## config.mk

```make
export PLATFORM = sky130hd
export DESIGN_NAME = dbl_rx_slot
export DESIGN_NICKNAME = d
export VERILOG_FILES = /design/src/rtl/dbl_rx_slot_store.sv /design/src/rtl/dbl_rx_slot_ctrl.sv /design/src/rtl/dbl_rx_slot.sv
export SDC_FILE = /design/constraint.sdc
export NUM_CORES = 1
export LEC_CHECK = 0
export ABC_AREA = 1
export BUFFER_PORTS_ARGS = -buffer_cell sky130_fd_sc_hd__buf_2
export CAP_MARGIN = 20
export CORE_AREA = 2 2 174 108
export CTS_CLUSTER_DIAMETER = 80
export DETAILED_ROUTE_END_ITERATION = 10
export DIE_AREA = 0 0 176 110
export PLACE_DENSITY = 0.59
export SYNTH_ARGS = -nofsm -noshare
export SYNTH_HDL_FRONTEND = slang
export SYNTH_HIERARCHICAL = 1
export SYNTH_SLANG_ARGS = --single-unit
```

## constraint.sdc

```tcl
create_clock -name clk -period 5.65 [get_ports clk]
set_input_delay 0.2825 -clock clk [delete_from_list [all_inputs] [get_ports clk]]
set_output_delay 0.2825 -clock clk [all_outputs]
set_load 0.02 [all_outputs]
```

## src/rtl/dbl_rx_slot_store.sv

```systemverilog
module dbl_rx_slot_store #(
  parameter int ENTRY_W = 68,
  parameter int NBUF    = 2,
  parameter int SEL_W   = 1
) (
  input  logic               clk,
  input  logic               we,
  input  logic [SEL_W-1:0]   wsel,
  input  logic [ENTRY_W-1:0] wentry,
  input  logic [SEL_W-1:0]   rsel,
  output logic [ENTRY_W-1:0] rentry
);
  logic [ENTRY_W-1:0] mem [NBUF];

  always_ff @(posedge clk) begin
    if (we) mem[wsel] <= wentry;
  end

  assign rentry = mem[rsel];
endmodule

```

## src/rtl/dbl_rx_slot_ctrl.sv

```systemverilog
module dbl_rx_slot_ctrl #(
  parameter bit DOUBLE_BUF = 1'b1
) (
  input  logic clk,
  input  logic rst,
  input  logic wr_valid,
  input  logic rd_release,
  input  logic lost_clr,
  output logic we,
  output logic wsel,
  output logic rsel,
  output logic new_data,
  output logic msg_lost
);
  logic [1:0] held_q, held_a, held_n;
  logic       ptr_q, ptr_a, tgt;
  logic       rel_ok, overflow;

  always_comb begin
    held_a = held_q;
    ptr_a  = ptr_q;
    rel_ok = rd_release & held_q[ptr_q];
    if (rel_ok) begin
      held_a[ptr_q] = 1'b0;
      if (DOUBLE_BUF && held_q[~ptr_q]) ptr_a = ~ptr_q;
    end
    tgt      = (DOUBLE_BUF && held_a[ptr_a]) ? ~ptr_a : ptr_a;
    overflow = wr_valid & held_a[tgt];
    held_n   = held_a;
    if (wr_valid) held_n[tgt] = 1'b1;
  end

  always_ff @(posedge clk) begin
    if (rst) begin
      held_q   <= '0;
      ptr_q    <= 1'b0;
      new_data <= 1'b0;
      msg_lost <= 1'b0;
    end else begin
      held_q   <= held_n;
      ptr_q    <= ptr_a;
      new_data <= |held_n;
      msg_lost <= overflow | (msg_lost & ~lost_clr);
    end
  end

  assign we   = wr_valid;
  assign wsel = tgt;
  assign rsel = ptr_q;
endmodule

```

## src/rtl/dbl_rx_slot.sv

```systemverilog
module dbl_rx_slot #(
  parameter int BYTE_W     = 8,
  parameter int MAX_BYTES  = 8,
  parameter int LEN_W      = 4,
  parameter bit DOUBLE_BUF = 1'b1
) (
  input  logic                          clk,
  input  logic                          rst,
  input  logic                          wr_valid,
  input  logic [LEN_W-1:0]              wr_len,
  input  logic [BYTE_W*MAX_BYTES-1:0]   wr_bytes,
  input  logic                          rd_release,
  input  logic                          lost_clr,
  output logic [LEN_W-1:0]              rd_len,
  output logic [BYTE_W*MAX_BYTES-1:0]   rd_bytes,
  output logic                          new_data,
  output logic                          msg_lost
);
  localparam int DATA_W  = BYTE_W * MAX_BYTES;
  localparam int ENTRY_W = DATA_W + LEN_W;
  localparam int NBUF    = DOUBLE_BUF ? 2 : 1;

  logic we, wsel, rsel;
  logic [ENTRY_W-1:0] rentry;

  dbl_rx_slot_ctrl #(.DOUBLE_BUF(DOUBLE_BUF)) u_ctrl (
    .clk(clk), .rst(rst), .wr_valid(wr_valid), .rd_release(rd_release),
    .lost_clr(lost_clr), .we(we), .wsel(wsel), .rsel(rsel),
    .new_data(new_data), .msg_lost(msg_lost)
  );

  dbl_rx_slot_store #(.ENTRY_W(ENTRY_W), .NBUF(NBUF), .SEL_W(1)) u_store (
    .clk(clk), .we(we), .wsel(wsel), .wentry({wr_len, wr_bytes}),
    .rsel(rsel), .rentry(rentry)
  );

  assign rd_len   = rentry[ENTRY_W-1 -: LEN_W];
  assign rd_bytes = rentry[DATA_W-1:0];
endmodule

```

# [Yosys cells after proc, flatten, opt, wreduce, memory -nomap -nowiden]
# Memory sizes are Yosys's and may differ from the RTL's. A register that Yosys moved wholly into a read port is not among the register bits.
# Cells that the tools add are included.
# W data, S select, Z words.
[totals] regBits=5 ramBits=136 input_bits=73 output_inout_bits=70 elab_cells=44 n_memories=1
[classes] magnitude_cmp=6 n_mux=20 n_bitwise=10 n_reduce_logical=3
[mem_list] memory="u_store.mem" words=2 width=68 read_ports=1 rd_clocked_by_memory_dff=1 write_ports=1 line_no="dbl_rx_slot_store.sv:13" source="logic [ENTRY_W-1:0] mem [NBUF];"
[ops] operator="$mux W1" n=16
[ops] operator="$lt A1 B2 Y1 const B" n=4
[ops] operator="$mux W2" n=2
[ops] operator="$and A1 B1 Y1" n=3
[ops] operator="$not A1 Y1" n=3
[ops] operator="$and A2 B2 Y2" n=1
[ops] operator="$demux W1 S1" n=2
[ops] operator="$ge A1 B1 Y1 const B" n=2
[ops] operator="$logic_and A1 B1 Y1" n=2
[ops] operator="$not A2 Y2" n=1
[ops] operator="$or A2 B2 Y2" n=1
[ops] operator="$reduce_or A2 Y1" n=1
[ops] operator="$or A1 B1 Y1" n=1

# [Logic depth before layout (Yosys ltp)]
[depth] depth_word=17 ltp_mapped=7 ltp_nobuf=7

# [Hierarchy]
# Netlist, hierarchy kept.
[by_module_without_submodules] mod="dbl_rx_slot_store" n_inst=1 cells_per_inst=360 area_each_um2=4973.5 seq_area_each_um2=4083.9
[by_module_without_submodules] mod="dbl_rx_slot_ctrl" n_inst=1 cells_per_inst=37 area_each_um2=257.7 seq_area_each_um2=100.1

# [Least setup slack after synthesis]
# Ideal clock, no wire load.
[synth_path] path_kind="flip-flop to flip-flop" start="reg u_ctrl.ptr_q (netlist: u_ctrl/rsel)" end="mem u_store.mem[0][0] (enable)" setup_time_ns=0.496 t_arrival_ns=3.574 required_time_ns=5.154 path_slack_ns=1.580 path_stages_with_launch=7 path_buffers=0 synth_period_minus_slack_ns=4.070 cell_sequence="dfxtp_1 -> inv_2 -> nand4_1 -> nand2_1 -> nand2_1 -> o21ai_1 -> nor2_1"
[synth_between] elab_chain_cells=10 elab_cells_between_ends=20 cone_classes="order compare: 2; mux: 12; bitwise: 5; reduce/logical: 1"
[synth_lines] element="start: declaration" line_no="dbl_rx_slot_ctrl.sv:16" source="logic ptr_q, ptr_a, tgt;"
[synth_lines] element="start signal: assignment" line_no="dbl_rx_slot_ctrl.sv:41" source="ptr_q <= ptr_a;"
[synth_lines] element="$lt A1 B2 Y1 (not written as such) or $ge A1 B1 Y1 (tied branches)" line_no="dbl_rx_slot_ctrl.sv:24" source="held_a[ptr_q] = 1'b0;"
[synth_lines] element="$logic_and A1 B1 Y1 (not written as such)" line_no="dbl_rx_slot_ctrl.sv:24"
[synth_lines] element="$mux W1 (not written as such)" line_no="dbl_rx_slot_ctrl.sv:24"
[synth_lines] element="$demux W1 S1"
[synth_lines] element="$not A2 Y2 (no line)"
[synth_lines] element="$and A2 B2 Y2 (no line)"
[synth_lines] element="$mux W2" line_no="dbl_rx_slot_ctrl.sv:23" source="if (rel_ok) begin"
[synth_lines] element="$mux W1 (not written as such) (2 in a row)" line_no="dbl_rx_slot_ctrl.sv:27" source="tgt = (DOUBLE_BUF && held_a[ptr_a]) ? ~ptr_a : ptr_a;"
[synth_lines] element="$mux W1 *" line_no="dbl_rx_slot_ctrl.sv:27"
[synth_lines] element="named net wsel" line_no="dbl_rx_slot.sv:23" source="logic we, wsel, rsel;"
[synth_lines] element="end: declaration" line_no="dbl_rx_slot_store.sv:13"
# Mark *: on every way through the listed nets, which the timed path passes. The rest lies on a longest branch. The select of a mux whose other input is x is not followed.

==> results.toml <==
[pwr]
p_clk_share_pct = 42.4
powerDensity_nw_per_um2 = 360
swShare_pct = 23.1
vdd.ir_drop.worst_mv = 0.131
power_frac_seq_pct = 50.0
p_switching_w = 0.000563
p_comb_share_pct = 7.7
leakage_nw = 2.82
p_int_w = 0.00187

[sta]
drv_slew = 0
hold_viol = 0
slew_headroom_pct = 33.3
tightest_slew_ps = 999
rsz0062_at_grt = "false"
skew_ps = 12.1
setup_violations = 0
tns_ps = 0
fmax_mhz = 356
fin_crit_ps = 2810
whs_ps = 52.9
period_share_pct = 49.7

[clocking]
htreeDepth = 4
clock_path_buffers = 2
clkSlewWorstSetupHoldPaths_ps = 60
clk_latency_ps = 410
numCtsBuffers = 17
cts_setup_buffers = 0
root_buffer = "clkbuf_16"
ctsResizeCount = 0
cts_tree = "built"
cts.sinks = 141
cts_hold_buf = 0

[critical_path]
path_max_fanout = 70
cp-end-kind = "output pin"
critPathArrivalTime_ps = 2520
critical_path_class = "flop to output pin"
crit_required_ps = 5370
critPathLaunchType = "flop"

[drt]
dr.pass1.iters = 4
drt_iter0_markers = 217
drcViolationCount = 0
drt-total-wl_um = 11700
wl_per_cell_um = 14.6
viasPerCell = 4.17
vias = 3337
postRouteAntennaNets = 0

[synthesis]
synth_area_um2 = 5230
ys_seq_area_share_pct = 80.0
yosysTopAreaCell = "edfxtp_1"
synth.distinct_cells = 15
netlist_instances = 397
syn_area_per_cell_um2 = 13.2
synth-seq-cells = 141
synth_top_area_share_pct = 78.1
yosysWarnings = 6
synth_nets = 470
ys_top_cells_by_area = "edfxtp_1, nand2_1, dfxtp_1"

[job]
maxCapViolCount = 0

[grt]
grt_max_degree = 71
grtUsageTotal_pct = 12.3
gr-total-overflow = 0
grt_pass1_wl_um = 17600
grt_pass1_vias = 3304
antenna_found_initial = 3

[floorplanning]
io_pins = 143
start_util_pct = 29.5
die_w_um = 176
coreArea_um2 = 17700
fp-row-count = 38
fp.dieH_um = 110
fp.dieArea_um2 = 19400

[cells_and_area]
drive_above_1_share_pct = 32.7
syn_to_final_growth_pct = 29.1
final_nets = 620
fill_cells = 1724

[placed_design]
dpl.hpwl_um = 7730
port_buffers = 142
routabilityCongestion = 0.733

[hold_path]
hold_class = "input port to flop"

[outcome]
outcome = "finished, final reports clean"
==> power by group through the flow <==
stage | combinational (W) | sequential (W) | clock [W]
4_1_cts | 0.000190 | 0.00122 | 0.00106
5_1_grt | 0.000206 | 0.00122 | 0.00110
2_1_floorplan | 0.0000972 | 0.00124 | 0
6_report | 0.000187 | 0.00121 | 0.00103
3_3_place_gp | 0.000185 | 0.00124 | 0
3_5_place_dp | 0.000190 | 0.00124 | 0
==> layout make-up <==
type                       count  area (um2)  area share [%]
tap                          240         300            4.45
sequential                   141        4190            62.0
multi-input combinational    228         897            13.3
antenna                        1        2.50          0.0371
clock inverter                13         115            1.70
clock buffer                  19         433            6.41
inverter                      12        45.0           0.667
timing repair buffer         147         773            11.5
==> flip-flops by register name, summed over array words and instances, names as in the netlist <==
name	count
u_store/mem	136
u_ctrl/held_q	2
u_ctrl/msg_lost	1
u_ctrl/new_data	1
u_ctrl/rsel	1
==> kinds of logic after synthesis <==
group	Yosys count	share of synthesized area, %
flops	141	80.0
buf+inv	28	3.01
compound gates	9	1.17
simple gates	219	15.8
==> Yosys cell counts, drive strengths merged <==
cell and n:
nand2 214, edfxtp 136, buf 16, inv 12
a21oi 6, dfxtp 5, nand3 3, o211ai 2
nand4 1, nor2 1, o21ai 1
==> critical path: stages, from the launching register on <==
cell     delay (ps)
dfxtp_2         370
buf_4           610
inv_2           410
buf_12          320
nand2_1          80
nand2_1          80
buf_2           170
==> routing by layer <==
layer  up-vias  routed length [um]  GRT usage (%)
met5         -                  21              0
met4         4                  71           3.96
met3        11                 989           5.04
met2       124                5180           18.9
met1      1561                5410           15.8
li1       1637                   -              -
==> stage by stage <==
| stage | setup WS, ps | util, % | area [um2] | instances | total power, W |
|---|---|---|---|---|---|
| finish | 2840 | 38.1 | 6750 | 801 | 0.00243 |
| detailed placement | 2920 | 34.9 | 6180 | 767 | 0.00143 |
| global route | 2600 | 38.1 | 6750 | 800 | 0.00253 |
| floorplan | 1580 | - | 5230 | 397 | 0.00134 |
| CTS | 2770 | 37.9 | 6730 | 799 | 0.00246 |
| global placement | 2980 | 34.7 | 6160 | 766 | 0.00142 |
==> cell usage in the layout, fill, tap and decap left out <==
| cell type | count |
|---|---|
| a21oi_1 | 3 |
| clkbuf_16 | 17 |
| clkinvlp_4 | 5 |
| nor2_4 | 1 |
| diode_2 | 1 |
| nand2_1 | 214 |
| a21oi_2 | 3 |
| dfxtp_1 | 4 |
| dfxtp_2 | 1 |
| o21ai_1 | 1 |
| buf_2 | 142 |
| edfxtp_1 | 136 |
| buf_12 | 2 |
| inv_6 | 4 |
| bufinv_16 | 1 |
| nand4_1 | 1 |
| nand3_1 | 3 |
| inv_2 | 3 |
| clkinv_2 | 1 |
| buf_4 | 3 |
| o211ai_1 | 2 |
| clkbuf_1 | 2 |
| inv_1 | 9 |
| clkinv_1 | 2 |
==> path summary, 6_finish.rpt <==
kind / slack (ps) / to / depth (start not counted) / from
max: 2840 / rd_bytes[62] / 6 / u_ctrl/rsel
min: 50 / u_store/mem[0][38] / 1 / wr_bytes[38]
max reg2reg: 2990 / u_store/mem[0][12] / 7 / u_ctrl/held_q[1]
min reg2reg: 480 / u_ctrl/msg_lost / 2 / u_ctrl/msg_lost
(Power assumes the default switching activity.)
